[config.mk]
export PLATFORM = sky130hd
export DESIGN_NAME = vlen_decoder
export DESIGN_NICKNAME = d
export VERILOG_FILES = /design/src/rtl/vlen_pkg.sv /design/src/rtl/vlen_predecode.sv /design/src/rtl/vlen_hyp.sv /design/src/rtl/vlen_core.sv /design/src/rtl/vlen_decoder.sv
export SDC_FILE = /design/constraint.sdc
export NUM_CORES = 1
export LEC_CHECK = 0
export BUFFER_PORTS_ARGS = -buffer_cell sky130_fd_sc_hd__buf_2
export CAP_MARGIN = 40
export CELL_PAD_IN_SITES_DETAIL_PLACEMENT = 2
export CELL_PAD_IN_SITES_GLOBAL_PLACEMENT = 2
export CORE_ASPECT_RATIO = 1.5
export CORE_UTILIZATION = 40
export CTS_BUF_LIST = sky130_fd_sc_hd__clkbuf_4
export DETAILED_ROUTE_END_ITERATION = 7
export PLACE_DENSITY = 0.86
export REMOVE_ABC_BUFFERS = 1
export SETUP_SLACK_MARGIN = 0.3
export SLEW_MARGIN = 20
export SYNTH_ARGS = -nofsm -noshare
export SYNTH_HDL_FRONTEND = slang
export SYNTH_SLANG_ARGS = --single-unit
[constraint.sdc]
create_clock -name clk -period 26.6 [get_ports clk]
set_clock_uncertainty 0.05 [all_clocks]
set_input_delay 1.33 -clock clk [delete_from_list [all_inputs] [get_ports clk]]
set_output_delay 1.33 -clock clk [all_outputs]
set_load 0.01 [all_outputs]
[src/rtl/vlen_pkg.sv]
`timescale 1ns/1ps
package vlen_pkg;

  typedef enum logic [2:0] {
    IMM_NONE = 3'd0,
    IMM_B1   = 3'd1,
    IMM_W2   = 3'd2,
    IMM_W3   = 3'd3,
    IMM_FULL = 3'd4,
    IMM_F4   = 3'd5
  } imm_e;

  typedef struct packed {
    logic modrm;
    imm_e imm;
    logic grp3;
    logic unsup;
  } opc_info_t;

  function automatic logic is_prefix_byte(input logic [7:0] b);
    return b inside {8'h26, 8'h2E, 8'h36, 8'h3E, 8'h64, 8'h65,
                     8'h66, 8'h67, 8'hF0, 8'hF2, 8'hF3};
  endfunction

  function automatic logic [255:0] prefix_mask();
    logic [255:0] m;
    m = '0;
    for (int i = 0; i < 256; i++) m[i] = is_prefix_byte(8'(i));
    return m;
  endfunction

  function automatic opc_info_t one_byte_info(input logic [7:0] b);
    opc_info_t r;
    r = '{modrm: 1'b0, imm: IMM_NONE, grp3: 1'b0, unsup: 1'b0};
    if (b < 8'h40) begin
      case (b[2:0])
        3'd0, 3'd1, 3'd2, 3'd3: r.modrm = 1'b1;
        3'd4:                   r.imm = IMM_B1;
        3'd5:                   r.imm = IMM_FULL;
        default:                r.imm = IMM_NONE;
      endcase
    end else begin
      casez (b)
        8'h62, 8'h63, 8'hC4, 8'hC5, 8'hFE, 8'hFF,
        8'b1000_01??, 8'b1000_1???, 8'b1101_00??, 8'b1101_1???:
          r.modrm = 1'b1;
        8'h6B, 8'h80, 8'h83, 8'hC0, 8'hC1, 8'hC6: begin
          r.modrm = 1'b1; r.imm = IMM_B1;
        end
        8'h82: begin
          r.modrm = 1'b1; r.imm = IMM_B1; r.unsup = 1'b1;
        end
        8'h69, 8'h81, 8'hC7: begin
          r.modrm = 1'b1; r.imm = IMM_FULL;
        end
        8'h6A, 8'b0111_????, 8'hA8, 8'b1011_0???, 8'hCD,
        8'hD4, 8'hD5, 8'b1110_0???, 8'hEB:
          r.imm = IMM_B1;
        8'h68, 8'hA9, 8'b1011_1???, 8'hE8, 8'hE9:
          r.imm = IMM_FULL;
        8'hC2, 8'hCA: r.imm = IMM_W2;
        8'hC8:        r.imm = IMM_W3;
        8'b1010_00??: r.imm = IMM_F4;
        8'hF6: begin
          r.modrm = 1'b1; r.imm = IMM_B1; r.grp3 = 1'b1;
        end
        8'hF7: begin
          r.modrm = 1'b1; r.imm = IMM_FULL; r.grp3 = 1'b1;
        end
        8'h9A, 8'hD6, 8'hEA, 8'hF1: r.unsup = 1'b1;
        default: r.imm = IMM_NONE;
      endcase
    end
    return r;
  endfunction

  function automatic opc_info_t two_byte_info(input logic [7:0] b);
    opc_info_t r;
    r = '{modrm: 1'b0, imm: IMM_NONE, grp3: 1'b0, unsup: 1'b0};
    if (b[7:4] == 4'h8) r.imm = IMM_FULL;
    else r.modrm = 1'b1;
    r.unsup = (b == 8'h38) || (b == 8'h3A);
    return r;
  endfunction

  function automatic logic [2:0] imm_bytes(input imm_e k, input logic short_op);
    case (k)
      IMM_B1:   return 3'd1;
      IMM_W2:   return 3'd2;
      IMM_W3:   return 3'd3;
      IMM_FULL: return short_op ? 3'd2 : 3'd4;
      IMM_F4:   return 3'd4;
      default:  return 3'd0;
    endcase
  endfunction

endpackage

[src/rtl/vlen_predecode.sv]
`timescale 1ns/1ps
module vlen_predecode
  import vlen_pkg::*;
#(
  parameter int NC = 5
) (
  input  logic [NC*8-1:0] cand_bytes,
  output logic [NC-1:0]   is_pfx,
  output logic [NC-1:0]   is_opsz
);
  localparam logic [255:0] PMASK = prefix_mask();

  for (genvar g = 0; g < NC; g++) begin : g_byte
    logic [255:0] onehot;
    assign onehot     = 256'd1 << cand_bytes[8*g +: 8];
    assign is_pfx[g]  = |(onehot & PMASK);
    assign is_opsz[g] = onehot[8'h66];
  end
endmodule

[src/rtl/vlen_hyp.sv]
`timescale 1ns/1ps
module vlen_hyp
  import vlen_pkg::*;
#(
  parameter int NB = 16,
  parameter int K  = 0,
  parameter int LW = 5
) (
  input  logic [NB*8-1:0] sh,
  input  logic            short_op,
  output logic [LW-1:0]   len,
  output logic            unsup
);
  logic [7:0] op, op2, rmb, sibb;
  logic       esc, has_sib;
  opc_info_t  inf;
  logic [2:0] dsz, isz;

  always_comb begin
    op   = sh[8*K +: 8];
    op2  = sh[8*(K+1) +: 8];
    esc  = (op == 8'h0F);
    inf  = esc ? two_byte_info(op2) : one_byte_info(op);
    rmb  = esc ? sh[8*(K+2) +: 8] : sh[8*(K+1) +: 8];
    sibb = esc ? sh[8*(K+3) +: 8] : sh[8*(K+2) +: 8];
    has_sib = inf.modrm && (rmb[7:6] != 2'b11) && (rmb[2:0] == 3'b100);
    dsz = 3'd0;
    if (inf.modrm) begin
      case (rmb[7:6])
        2'b00: if (rmb[2:0] == 3'b101 || (has_sib && sibb[2:0] == 3'b101)) dsz = 3'd4;
        2'b01: dsz = 3'd1;
        2'b10: dsz = 3'd4;
        default: dsz = 3'd0;
      endcase
    end
    isz = imm_bytes(inf.imm, short_op);
    if (inf.grp3 && rmb[5:3] != 3'b000) isz = 3'd0;
    len = LW'(K + 1) + LW'(esc) + LW'(inf.modrm) + LW'(has_sib) + LW'(dsz) + LW'(isz);
    unsup = inf.unsup;
  end
endmodule

[src/rtl/vlen_core.sv]
`timescale 1ns/1ps
module vlen_core #(
  parameter int NB     = 16,
  parameter int MAXP   = 4,
  parameter int MAXLEN = 15,
  parameter int SW     = 4,
  parameter int LW     = 5
) (
  input  logic [NB*8-1:0] win,
  input  logic [SW-1:0]   start,
  output logic [LW-1:0]   len,
  output logic [LW-1:0]   nxt,
  output logic            more,
  output logic            toolong,
  output logic            unsup
);
  localparam int NC = MAXP + 1;
  localparam int CW = $clog2(NC + 1);

  logic [NB*8-1:0] sh;
  logic [NC-1:0]   pfx, opsz;
  logic [NC:0]     cum_opsz;
  logic [LW-1:0]   hlen [NC];
  logic [NC-1:0]   hun;
  logic [CW-1:0]   npf;
  logic            run;
  logic [LW-1:0]   sel_len;
  logic            sel_un;
  logic [LW:0]     endp;

  // Align the window so the start byte sits at position 0; bytes past the end read as zero.
  always_comb begin
    for (int i = 0; i < NB; i++) begin
      logic [SW:0] idx;
      idx = (SW+1)'(start) + (SW+1)'(i);
      sh[8*i +: 8] = (idx < (SW+1)'(NB)) ? win[8*idx[SW-1:0] +: 8] : 8'h00;
    end
  end

  vlen_predecode #(.NC(NC)) u_pre (
    .cand_bytes(sh[NC*8-1:0]),
    .is_pfx    (pfx),
    .is_opsz   (opsz)
  );

  assign cum_opsz[0] = 1'b0;
  for (genvar k = 0; k < NC; k++) begin : g_hyp
    assign cum_opsz[k+1] = cum_opsz[k] | opsz[k];
    vlen_hyp #(.NB(NB), .K(k), .LW(LW)) u_hyp (
      .sh      (sh),
      .short_op(cum_opsz[k]),
      .len     (hlen[k]),
      .unsup   (hun[k])
    );
  end

  // Leading prefix count picks the hypothesis.
  always_comb begin
    npf = '0;
    run = 1'b1;
    for (int i = 0; i < NC; i++) begin
      if (run && pfx[i]) npf = npf + 1'b1;
      else run = 1'b0;
    end
    sel_len = LW'(NC);
    sel_un  = 1'b1;
    for (int k = 0; k < NC; k++) begin
      if (npf == CW'(k)) begin
        sel_len = hlen[k];
        sel_un  = hun[k];
      end
    end
    endp = (LW+1)'(start) + (LW+1)'(sel_len);
    more = endp > (LW+1)'(NB);
    if (more) begin
      len = '0; nxt = '0; toolong = 1'b0; unsup = 1'b0;
    end else begin
      len     = sel_len;
      nxt     = endp[LW-1:0];
      toolong = sel_len > LW'(MAXLEN);
      unsup   = sel_un;
    end
  end
endmodule

[src/rtl/vlen_decoder.sv]
`timescale 1ns/1ps
module vlen_decoder #(
  parameter  int NB      = 16,
  parameter  int MAX_PFX = 4,
  parameter  int MAX_LEN = 15,
  localparam int SW      = $clog2(NB),
  localparam int MAXL    = MAX_PFX + 12,
  localparam int LW      = $clog2(((NB > MAXL) ? NB : MAXL) + 1)
) (
  input  logic            clk,
  input  logic            rst_n,
  input  logic            in_valid,
  output logic            in_ready,
  input  logic [NB*8-1:0] in_window,
  input  logic [SW-1:0]   in_start,
  output logic            out_valid,
  input  logic            out_ready,
  output logic [LW-1:0]   out_len,
  output logic [LW-1:0]   out_next,
  output logic            out_more,
  output logic            out_toolong,
  output logic            out_unsup
);
  logic [LW-1:0] c_len, c_nxt;
  logic          c_more, c_tl, c_un;
  logic          take;

  vlen_core #(.NB(NB), .MAXP(MAX_PFX), .MAXLEN(MAX_LEN), .SW(SW), .LW(LW)) u_core (
    .win    (in_window),
    .start  (in_start),
    .len    (c_len),
    .nxt    (c_nxt),
    .more   (c_more),
    .toolong(c_tl),
    .unsup  (c_un)
  );

  assign in_ready = !out_valid || out_ready;
  assign take     = in_valid && in_ready;

  always_ff @(posedge clk) begin
    if (!rst_n) begin
      out_valid   <= 1'b0;
      out_len     <= '0;
      out_next    <= '0;
      out_more    <= 1'b0;
      out_toolong <= 1'b0;
      out_unsup   <= 1'b0;
    end else if (take) begin
      out_valid   <= 1'b1;
      out_len     <= c_len;
      out_next    <= c_nxt;
      out_more    <= c_more;
      out_toolong <= c_tl;
      out_unsup   <= c_un;
    end else if (out_ready) begin
      out_valid   <= 1'b0;
    end
  end

  p_empty_ready_r1: assert property (@(posedge clk) disable iff (!rst_n)
    !out_valid |-> in_ready);
  p_take_shows_r1: assert property (@(posedge clk) disable iff (!rst_n)
    (in_valid && in_ready) |=> out_valid);
  p_stall_hold_r2: assert property (@(posedge clk) disable iff (!rst_n)
    (out_valid && !out_ready) |=> (out_valid && $stable(out_len) && $stable(out_next)
      && $stable(out_more) && $stable(out_toolong) && $stable(out_unsup)));
  p_next_in_window_r9: assert property (@(posedge clk) disable iff (!rst_n)
    (out_valid && !out_more) |-> (out_next <= LW'(NB) && out_next >= out_len && out_len != '0));
  p_more_blank_r10: assert property (@(posedge clk) disable iff (!rst_n)
    (out_valid && out_more) |-> (out_len == '0 && out_next == '0 && !out_toolong && !out_unsup));
  p_toolong_len_r11: assert property (@(posedge clk) disable iff (!rst_n)
    (out_valid && out_toolong) |-> (out_len > LW'(MAX_LEN)));
endmodule

==> results by group, run 1 <==
Worst setup path
  – FF-to-FF Start: out_valid
  – Most numerous cell on the critical path: fa_1
  – R2R setup slack: 24.76 ns
  – Crit path DAT: 10.50 ns
  – Crit Path Max Fanout: 39
  – R2R cell count: 7
  – CP Capture Point: out_unsup
  – WP data required: 26.79 ns
  – WS Path Type: in2reg
  – Critical R2R Capture: out_unsup
  – Crit path from: in_start[1]
  – Startpoint Class: primary input
  – Worst setup EP type: register
  – Slowest Stage Delay on Critical Path: 0.73 ns
  – Crit-path slowest cell: nor4_1

Floorplanning
  – Die H: 206 µm
  – Initial Utilization: 40.7%
  – Core box area: 27300 µm²
  – Die width: 138 µm
  – Row count: 74
  – I/O Pins: 151
  – DIE AREA: 28500 µm²

Placed design
  – DP HPWL: 45000 µm
  – Dpl ws: 16.04 ns
  – Post-Place Cells: 1695
  – Placed instance area: 11900 µm²
  – Port buffer count: 150
  – Final GP Congestion: 0.963

Synth
  – Asr flop ratio synth: 0%
  – EDFF count, synth: 0
  – Post-Syn Area: 11100 µm²
  – Synth Register Bits: 14
  – Register area share after synthesis: 2.52%
  – Synth Flop Type: dfxtp_1
  – Syn avg cell area: 8.68 µm²
  – Post-synth cell types: 105
  – Synth Warn #: 0
  – Cells after Synth: 1281

Clock tree
  – H-tree Lvls: 1
  – Insertion delay to the later sink of the worst-skew pair: 0.29 ns
  – # clock sinks: 14
  – Post-CTS Setup Bufs: 0
  – Hold buffers post-CTS: 0
  – Total CTS buffers: 3
  – CTS tree: done
  – CTS clk-pin slew, worst paths: 0.09 ns
  – CTS Buffer Depth: 2
  – Root Driver: clkbuf_4
  – Cts repair resizes: 0

Power
  – Sequential power share: 5.0%
  – Switching power: 0.339 mW
  – Int Pwr: 0.220 mW
  – Pleak: 4.68 nW
  – Clock network power share: 2.3%
  – Comb pwr share: 92.7%
  – Switching share of power: 60.6%
  – Power Dens Cells: 46.5 nW/µm²
  – Peak VDD IR: 0.0143 mV
  – Power consumption: 0.559 mW

Layout
  – ANT cells: 0
  – Synth-to-Final Area Change: 8.16%
  – Non-Filler Instances: 1704
  – Post-route cell area: 12000 µm²
  – Layout cell share with drive strength beyond 1: 28.9%
  – Nets@finish: 1552

STA
  – Max frequency: 97.0 MHz
  – Slew Limit Fails: 0
  – Unrepaired setup endpoints after global routing: no
  – Post-route worst setup slack: 16.29 ns
  – Final setup TNS: 0 ns
  – Final setup vio count: 0
  – Final hold vios: 0
  – Worst-margin pin slew: 0.871 ns
  – Slew headroom: 41.7%
  – Fin crit share: 38.8%
  – Minimum clock period: 10.31 ns

Detailed routing
  – Drt via density: 7.52
  – Wire length per cell: 32.6 µm
  – Detailed Routing Iterations Pass 1: 7
  – Residual DRC: 8
  – Total number of vias: 12800
  – Final ANT Viol Nets: 0
  – Routed wire length: 55600 µm
  – DRT iter0 DRCs: 1057

GRT
  – GRT Resource Usage Total: 38.7%
  – Vias in the first global route: 13800
  – Pin count of the biggest net entering global routing: 79
  – Initial antenna violation count: 0
  – Global-route wire length before repair: 83700 µm
  – Total grt overflow: 0

Hold path
  – Worst Hold Class: reg2reg

Run status
  – Failing checks: DRC
  – Status: finished with violations

Job
  – Max capacitance violation total: 0
cells in the mapped netlist, types with 6 or more instances:
cell type / n / area share (%)
inv_1: 55 / 1.9
and3_1: 14 / 0.79
nand4_1: 22 / 1.2
clkbuf_1: 46 / 1.6
nor2b_1: 19 / 1.1
xnor2_1: 15 / 1.2
a31oi_1: 20 / 1.1
mux4_2: 154 / 31
o211ai_1: 13 / 0.88
and4_1: 7 / 0.55
a32oi_1: 8 / 0.63
nor3_1: 48 / 2.2
buf_4: 6 / 0.41
nor4_1: 12 / 0.68
nand3_1: 50 / 2.3
and2_1: 20 / 1.1
or2_2: 6 / 0.34
nand2b_1: 16 / 0.90
a32o_1: 12 / 1.1
a22oi_1: 6 / 0.41
o22ai_1: 7 / 0.39
buf_2: 22 / 0.99
buf_6: 10 / 1.0
nor2_2: 6 / 0.34
xor2_1: 8 / 0.63
ha_1: 39 / 4.4
a211oi_1: 8 / 0.54
fa_1: 14 / 2.5
o21ai_0: 48 / 2.2
or4_1: 9 / 0.61
a21o_1: 12 / 0.81
nor2_1: 102 / 3.4
mux2i_1: 44 / 4.0
a21oi_1: 69 / 3.1
or3_1: 14 / 0.79
nor4b_1: 6 / 0.47
o21a_1: 6 / 0.41
nand2_1: 142 / 4.8
dfxtp_1: 14 / 2.5
mux2_2: 9 / 0.91
mux4_1: 7 / 1.7
worst max-delay path, delay by kind of cell:
| family | cells | cell delay, ns |
|---|---|---|
| AND/OR/NAND/NOR | 9 | 3.15 |
| adder cells (fa/ha/maj) | 5 | 2.15 |
| AO/OA/AOI/OAI | 9 | 1.94 |
| buffers and inverters | 4 | 1.16 |
| XOR/XNOR | 2 | 0.71 |
metal layers:
metal  GRT usage [%]  vias up  part of all wire (%)
met3            5.86      308                   7.3
met2            70.5      831                    50
met5               0        -                     0
li1                -     5238                     -
met1            38.6     6434                    33
met4            34.8        0                    10
cells in the final DEF (no fill, tap or decap), types with 38 or more instances in the layout:
cell	count
inv_1	55
nor2_1	102
nor3_1	48
mux4_2	154
o21ai_0	48
a21oi_1	69
buf_2	152
nand2_1	142
ha_1	38
nand3_1	50
mux2i_1	44
stage by stage:
stage               hold WS [ns]  util (%)
finish                     0.424      44.0
global route               0.454      44.0
CTS                        0.428      43.7
detailed placement         0.408      43.6
global placement           0.404      43.3
floorplan                  0.448         -
state kept, by name, indices dropped and copies added, names as in the netlist:
name and count:
out_unsup 1, out_more 1, out_next 5, out_toolong 1, out_valid 1, out_len 5
worst min path at each step:
stage	start	end	slack, ns	depth (start not counted)
2_1_floorplan	out_next[4]	out_next[4]	0.45	2
3_3_place_gp	out_next[0]	out_next[0]	0.40	1
3_5_place_dp	out_next[3]	out_next[3]	0.41	1
4_1_cts	out_next[3]	out_next[3]	0.43	1
5_1_grt	out_next[3]	out_next[3]	0.45	1
6_report	out_next[3]	out_next[3]	0.42	1
cells by family after synthesis:
| group | share of synthesized area (%) |
|---|---|
| buffers and inverters | 7.27 |
| AND/OR/NAND/NOR | 25.1 |
| XOR/XNOR | 2.11 |
| flip-flops | 2.52 |
| adder cells (fa/ha/maj) | 6.91 |
| AO/OA/AOI/OAI | 18.1 |
| multiplexers | 37.9 |
power groups by stage:
stage | combinational (mW) | clock (mW) | sequential (mW)
2_1_floorplan | 0.314 | 0 | 0.0302
3_3_place_gp | 0.472 | 0 | 0.0285
3_5_place_dp | 0.500 | 0 | 0.0286
4_1_cts | 0.502 | 0.0131 | 0.0281
5_1_grt | 0.547 | 0.0140 | 0.0286
6_report | 0.519 | 0.0128 | 0.0278
layout make-up:
| cell class | count | area [µm²] |
|---|---|---|
| fillers | 3025 | 15300 |
| inverters | 57 | 214 |
| well taps | 342 | 428 |
| flip-flops and latches | 14 | 280 |
| clock inverters | 1 | 3.75 |
| clock buffers | 3 | 22.5 |
| multi-input cells | 1113 | 10100 |
| repair buffers | 174 | 1010 |
(Power assumes the default switching activity.)
==> inputs of run 2 (changes only) <==
--- a/config.mk
+++ b/config.mk
@@ -5,15 +5,16 @@
 export SDC_FILE = /design/constraint.sdc
 export NUM_CORES = 1
 export LEC_CHECK = 0
+export ABC_AREA = 1
 export BUFFER_PORTS_ARGS = -buffer_cell sky130_fd_sc_hd__buf_2
 export CAP_MARGIN = 40
 export CELL_PAD_IN_SITES_DETAIL_PLACEMENT = 2
 export CELL_PAD_IN_SITES_GLOBAL_PLACEMENT = 2
 export CORE_ASPECT_RATIO = 1.5
-export CORE_UTILIZATION = 40
+export CORE_UTILIZATION = 27
 export CTS_BUF_LIST = sky130_fd_sc_hd__clkbuf_4
 export DETAILED_ROUTE_END_ITERATION = 7
-export PLACE_DENSITY = 0.86
+export PLACE_DENSITY = 0.77
 export REMOVE_ABC_BUFFERS = 1
 export SETUP_SLACK_MARGIN = 0.3
 export SLEW_MARGIN = 20
==> constraint.sdc (replaced) <==
create_clock -name clk -period 8.85 [get_ports clk]
set_clock_uncertainty 0.05 [all_clocks]
set_input_delay 0.4425 -clock clk [delete_from_list [all_inputs] [get_ports clk]]
set_output_delay 0.4425 -clock clk [all_outputs]
set_load 0.01 [all_outputs]
==> run 2 against run 1 <==
  * The flow still finishes with violations (DRC)
  * Total power rose to 2.6 times the previous value
  * Register-to-register slack got worse by 18 ns
  * First-iteration DRC count fell by 36%
  * Critical endpoint is now out_len[3]
==> results by group, run 2 <==
Power
  – Comb pwr share: 92.1% (-0.6 points)
  – Clock network power share: 2.4% (about the same)
  – Pleak: 6.18 nW (+32%)
  – Switching power: 0.983 mW (+190%)
  – Peak VDD IR: 0.0456 mV (+220%)
  – Sequential power share: 5.4% (+0.4 points)
  – Int Pwr: 0.483 mW (+120%)
  – Switching share of power: 67.0% (+6.4 points)
  – Power Dens Cells: 120 nW/µm² (+160%)

GRT
  – GRT Resource Usage Total: 32.0% (-6.7 points)
  – Initial antenna violation count: 2 (+2)
  – Vias in the first global route: 17600 (+28%)
  – Pin count of the biggest net entering global routing: 136 (+72%)
  – Global-route wire length before repair: 102000 µm (+22%)
  – Total grt overflow: 0 (unchanged)

Hold path
  – Worst Hold Class: in2reg

STA
  – Unrepaired setup endpoints after global routing: no
  – Worst-margin pin slew: 0.783 ns (-0.0880 ns)
  – Post-route worst setup slack: 0.988 ns (-15.30 ns)
  – Final setup vio count: 0 (unchanged)
  – Minimum clock period: 7.86 ns
  – Fin crit share: 88.8%
  – Slew Limit Fails: 0 (unchanged)
  – Slew headroom: 47.8% (+6.1 points)
  – Final hold vios: 0 (unchanged)
  – Max frequency: 127 MHz
  – Final setup TNS: 0 ns (unchanged)

Layout
  – Nets@finish: 2462 (+59%)
  – Most frequent cells in the layout: nand2_1, nand3_1, nor2_1
  – Layout cell share with drive strength beyond 1: 12.8% (-16 points)
  – Biggest regs: out_len x5, out_next x5
  – Area occupied by multi-input gates: 9350 µm² (-7.0%)
  – Finished Core Util: 30.8% (-13 points)
  – Commonest non-fill, non-tap cell in the layout: nand2_1
  – Non-Filler Instances: 2771 (+63%)
  – Post-route cell area: 12200 µm² (+1.5%)
  – Fillers: 5322 (+76%)
  – ANT cells: 0 (unchanged)
  – Seq. cell area: 280 µm² (unchanged)
  – Synth-to-Final Area Change: 11.6%

Worst setup path
  – Crit Path Max Fanout: 26 (-33%)
  – Crit-path slowest cell: fa_1
  – Worst setup EP type: register
  – R2R cell count: 5 (-2)
  – WS Path Type: in2reg
  – FF-to-FF Start: out_valid
  – CP Capture Point: out_len[3]
  – Startpoint Class: primary input
  – Crit path DAT: 8.03 ns (-2.47 ns)
  – Most numerous cell on the critical path: nand2_1
  – Crit path from: in_start[2]
  – Slowest Stage Delay on Critical Path: 0.52 ns (-0.21 ns)
  – Critical R2R Capture: out_len[3]
  – WP data required: 9.01 ns (-17.78 ns)
  – R2R setup slack: 7.22 ns (-17.54 ns)

Clock tree
  – Total CTS buffers: 3 (unchanged)
  – Insertion delay to the later sink of the worst-skew pair: 0.28 ns (about the same)
  – Hold buffers post-CTS: 0 (unchanged)
  – Root Driver: clkbuf_4
  – # clock sinks: 14 (unchanged)
  – Post-CTS Setup Bufs: 0 (unchanged)
  – CTS tree: done
  – CTS clk-pin slew, worst paths: 0.08 ns (about the same)
  – CTS Buffer Depth: 2 (unchanged)
  – Cts repair resizes: 0 (unchanged)
  – H-tree Lvls: 1 (unchanged)

Synth
  – Top cells by count, synth: nand2_1, nand3_1, nor2_1
  – Synth Warn #: 0 (unchanged)
  – Syn avg cell area: 5.05 µm² (-42%)
  – Post-Syn Area: 10900 µm² (-1.7%)
  – Post-synth cell types: 61 (-42%)
  – EDFF count, synth: 0 (unchanged)
  – Dominant cells by area after synthesis: nand3_1, nand2_1, nor2_1
  – Synth Register Bits: 14 (unchanged)
  – Register area share after synthesis: 2.56% (+0.043 points)
  – Synth Flop Type: dfxtp_1
  – Asr flop ratio synth: 0% (unchanged)
  – Cells after Synth: 2163 (+69%)
  – Cell taking the most area after synthesis: nand3_1
  – Most frequent cell after synthesis: nand2_1
  – Top cell type's share of synthesized area: 27.3% (-3.9 points)

Floorplanning
  – Row count: 89 (+20%)
  – I/O Pins: 151 (unchanged)
  – Initial Utilization: 27.6% (-13 points)
  – Die H: 248 µm (+20%)
  – Core box area: 39600 µm² (+45%)
  – Die width: 166 µm (+20%)
  – DIE AREA: 41300 µm² (+45%)

Detailed routing
  – Drt via density: 5.83 (-22%)
  – DRT iter0 DRCs: 679 (-36%)
  – Routed wire length: 67500 µm (+21%)
  – Total number of vias: 16100 (+26%)
  – Detailed Routing Iterations Pass 1: 7 (unchanged)
  – Final ANT Viol Nets: 0 (unchanged)
  – Wire length per cell: 24.4 µm (-25%)
  – Residual DRC: 4 (-4)

Placed design
  – Port buffer count: 150 (unchanged)
  – DP HPWL: 57700 µm (+28%)
  – Post-Place Cells: 2768 (+63%)
  – Dpl ws: 0.683 ns (-15.35 ns)
  – Placed instance area: 12200 µm² (+2.1%)
  – Final GP Congestion: 0.941 (-2.3%)

Job
  – Max capacitance violation total: 0 (unchanged)

Run status
  – Status: finished with violations
  – Failing checks: DRC
-- run 2: cell types whose count changed in the layout (fill, tap and decap cells not counted), moves of 28 or more --
cell / change
mux2i_1: -44
buf_4: +28
nand2_1: +493
mux4_2: -154
nand3_1: +547
nor2_1: +92
inv_1: +112
-- run 2: worst max-delay path, delay by kind of cell --
| family | cells | cell delay, ns |
|---|---|---|
| adder cells (fa/ha/maj) | 4 | 1.68 |
| buffers and inverters | 7 | 1.30 |
| AND/OR/NAND/NOR | 15 | 2.72 |
| AO/OA/AOI/OAI | 6 | 1.49 |
| XOR/XNOR | 2 | 0.34 |
-- run 2: area by class of cell --
cell class	count	share of cell area (%)
Multi-Input combinational cell	1852	76.7
Timing Repair Buffer	198	9.45
Inverter	204	6.29
Tap cell	500	5.13
Sequential cell	14	2.30
Clock buffer	3	0.185
-- run 2: worst min-delay path by stage --
stage | to | start | depth (start not counted)
2_1_floorplan | out_len[1] | out_len[1] | 2
3_3_place_gp | out_len[4] | out_len[4] | 2
3_5_place_dp | out_next[0] | out_next[0] | 2
4_1_cts | out_more | rst_n | 3
5_1_grt | out_more | rst_n | 3
6_report | out_more | rst_n | 3
-- run 2: cell families after synthesis --
family	after synthesis	share of synthesized area (%)
xor+xnor	17	1.64
simple gates	1556	64.1
compound gates	226	12.8
fa+ha+maj	53	7.03
buf+inv	297	11.9
flops	14	2.56
-- run 2: power groups by stage --
| stage | Combinational (mW) | Sequential (mW) | Clock, mW |
|---|---|---|---|
| after floorplan | 0.783 | 0.0864 | 0 |
| after global placement | 1.29 | 0.0804 | 0 |
| after detailed placement | 1.34 | 0.0812 | 0 |
| after CTS | 1.34 | 0.0798 | 0.0367 |
| after global routing | 1.46 | 0.0806 | 0.0392 |
| final | 1.35 | 0.0797 | 0.0359 |
-- run 2: layer usage --
layer  wire [µm]  global-route usage (%)
met1       24900                    31.7
met2       35400                    62.8
met3        1990                    2.76
met4        5240                    22.7
met5          13                       0
-- run 2: per-stage QoR --
step           hold slack [ns]  total power [mW]
2_1_floorplan            0.440             0.869
3_3_place_gp             0.403              1.37
3_5_place_dp             0.411              1.42
4_1_cts                  0.363              1.46
5_1_grt                  0.372              1.58
6_report                 0.365              1.47
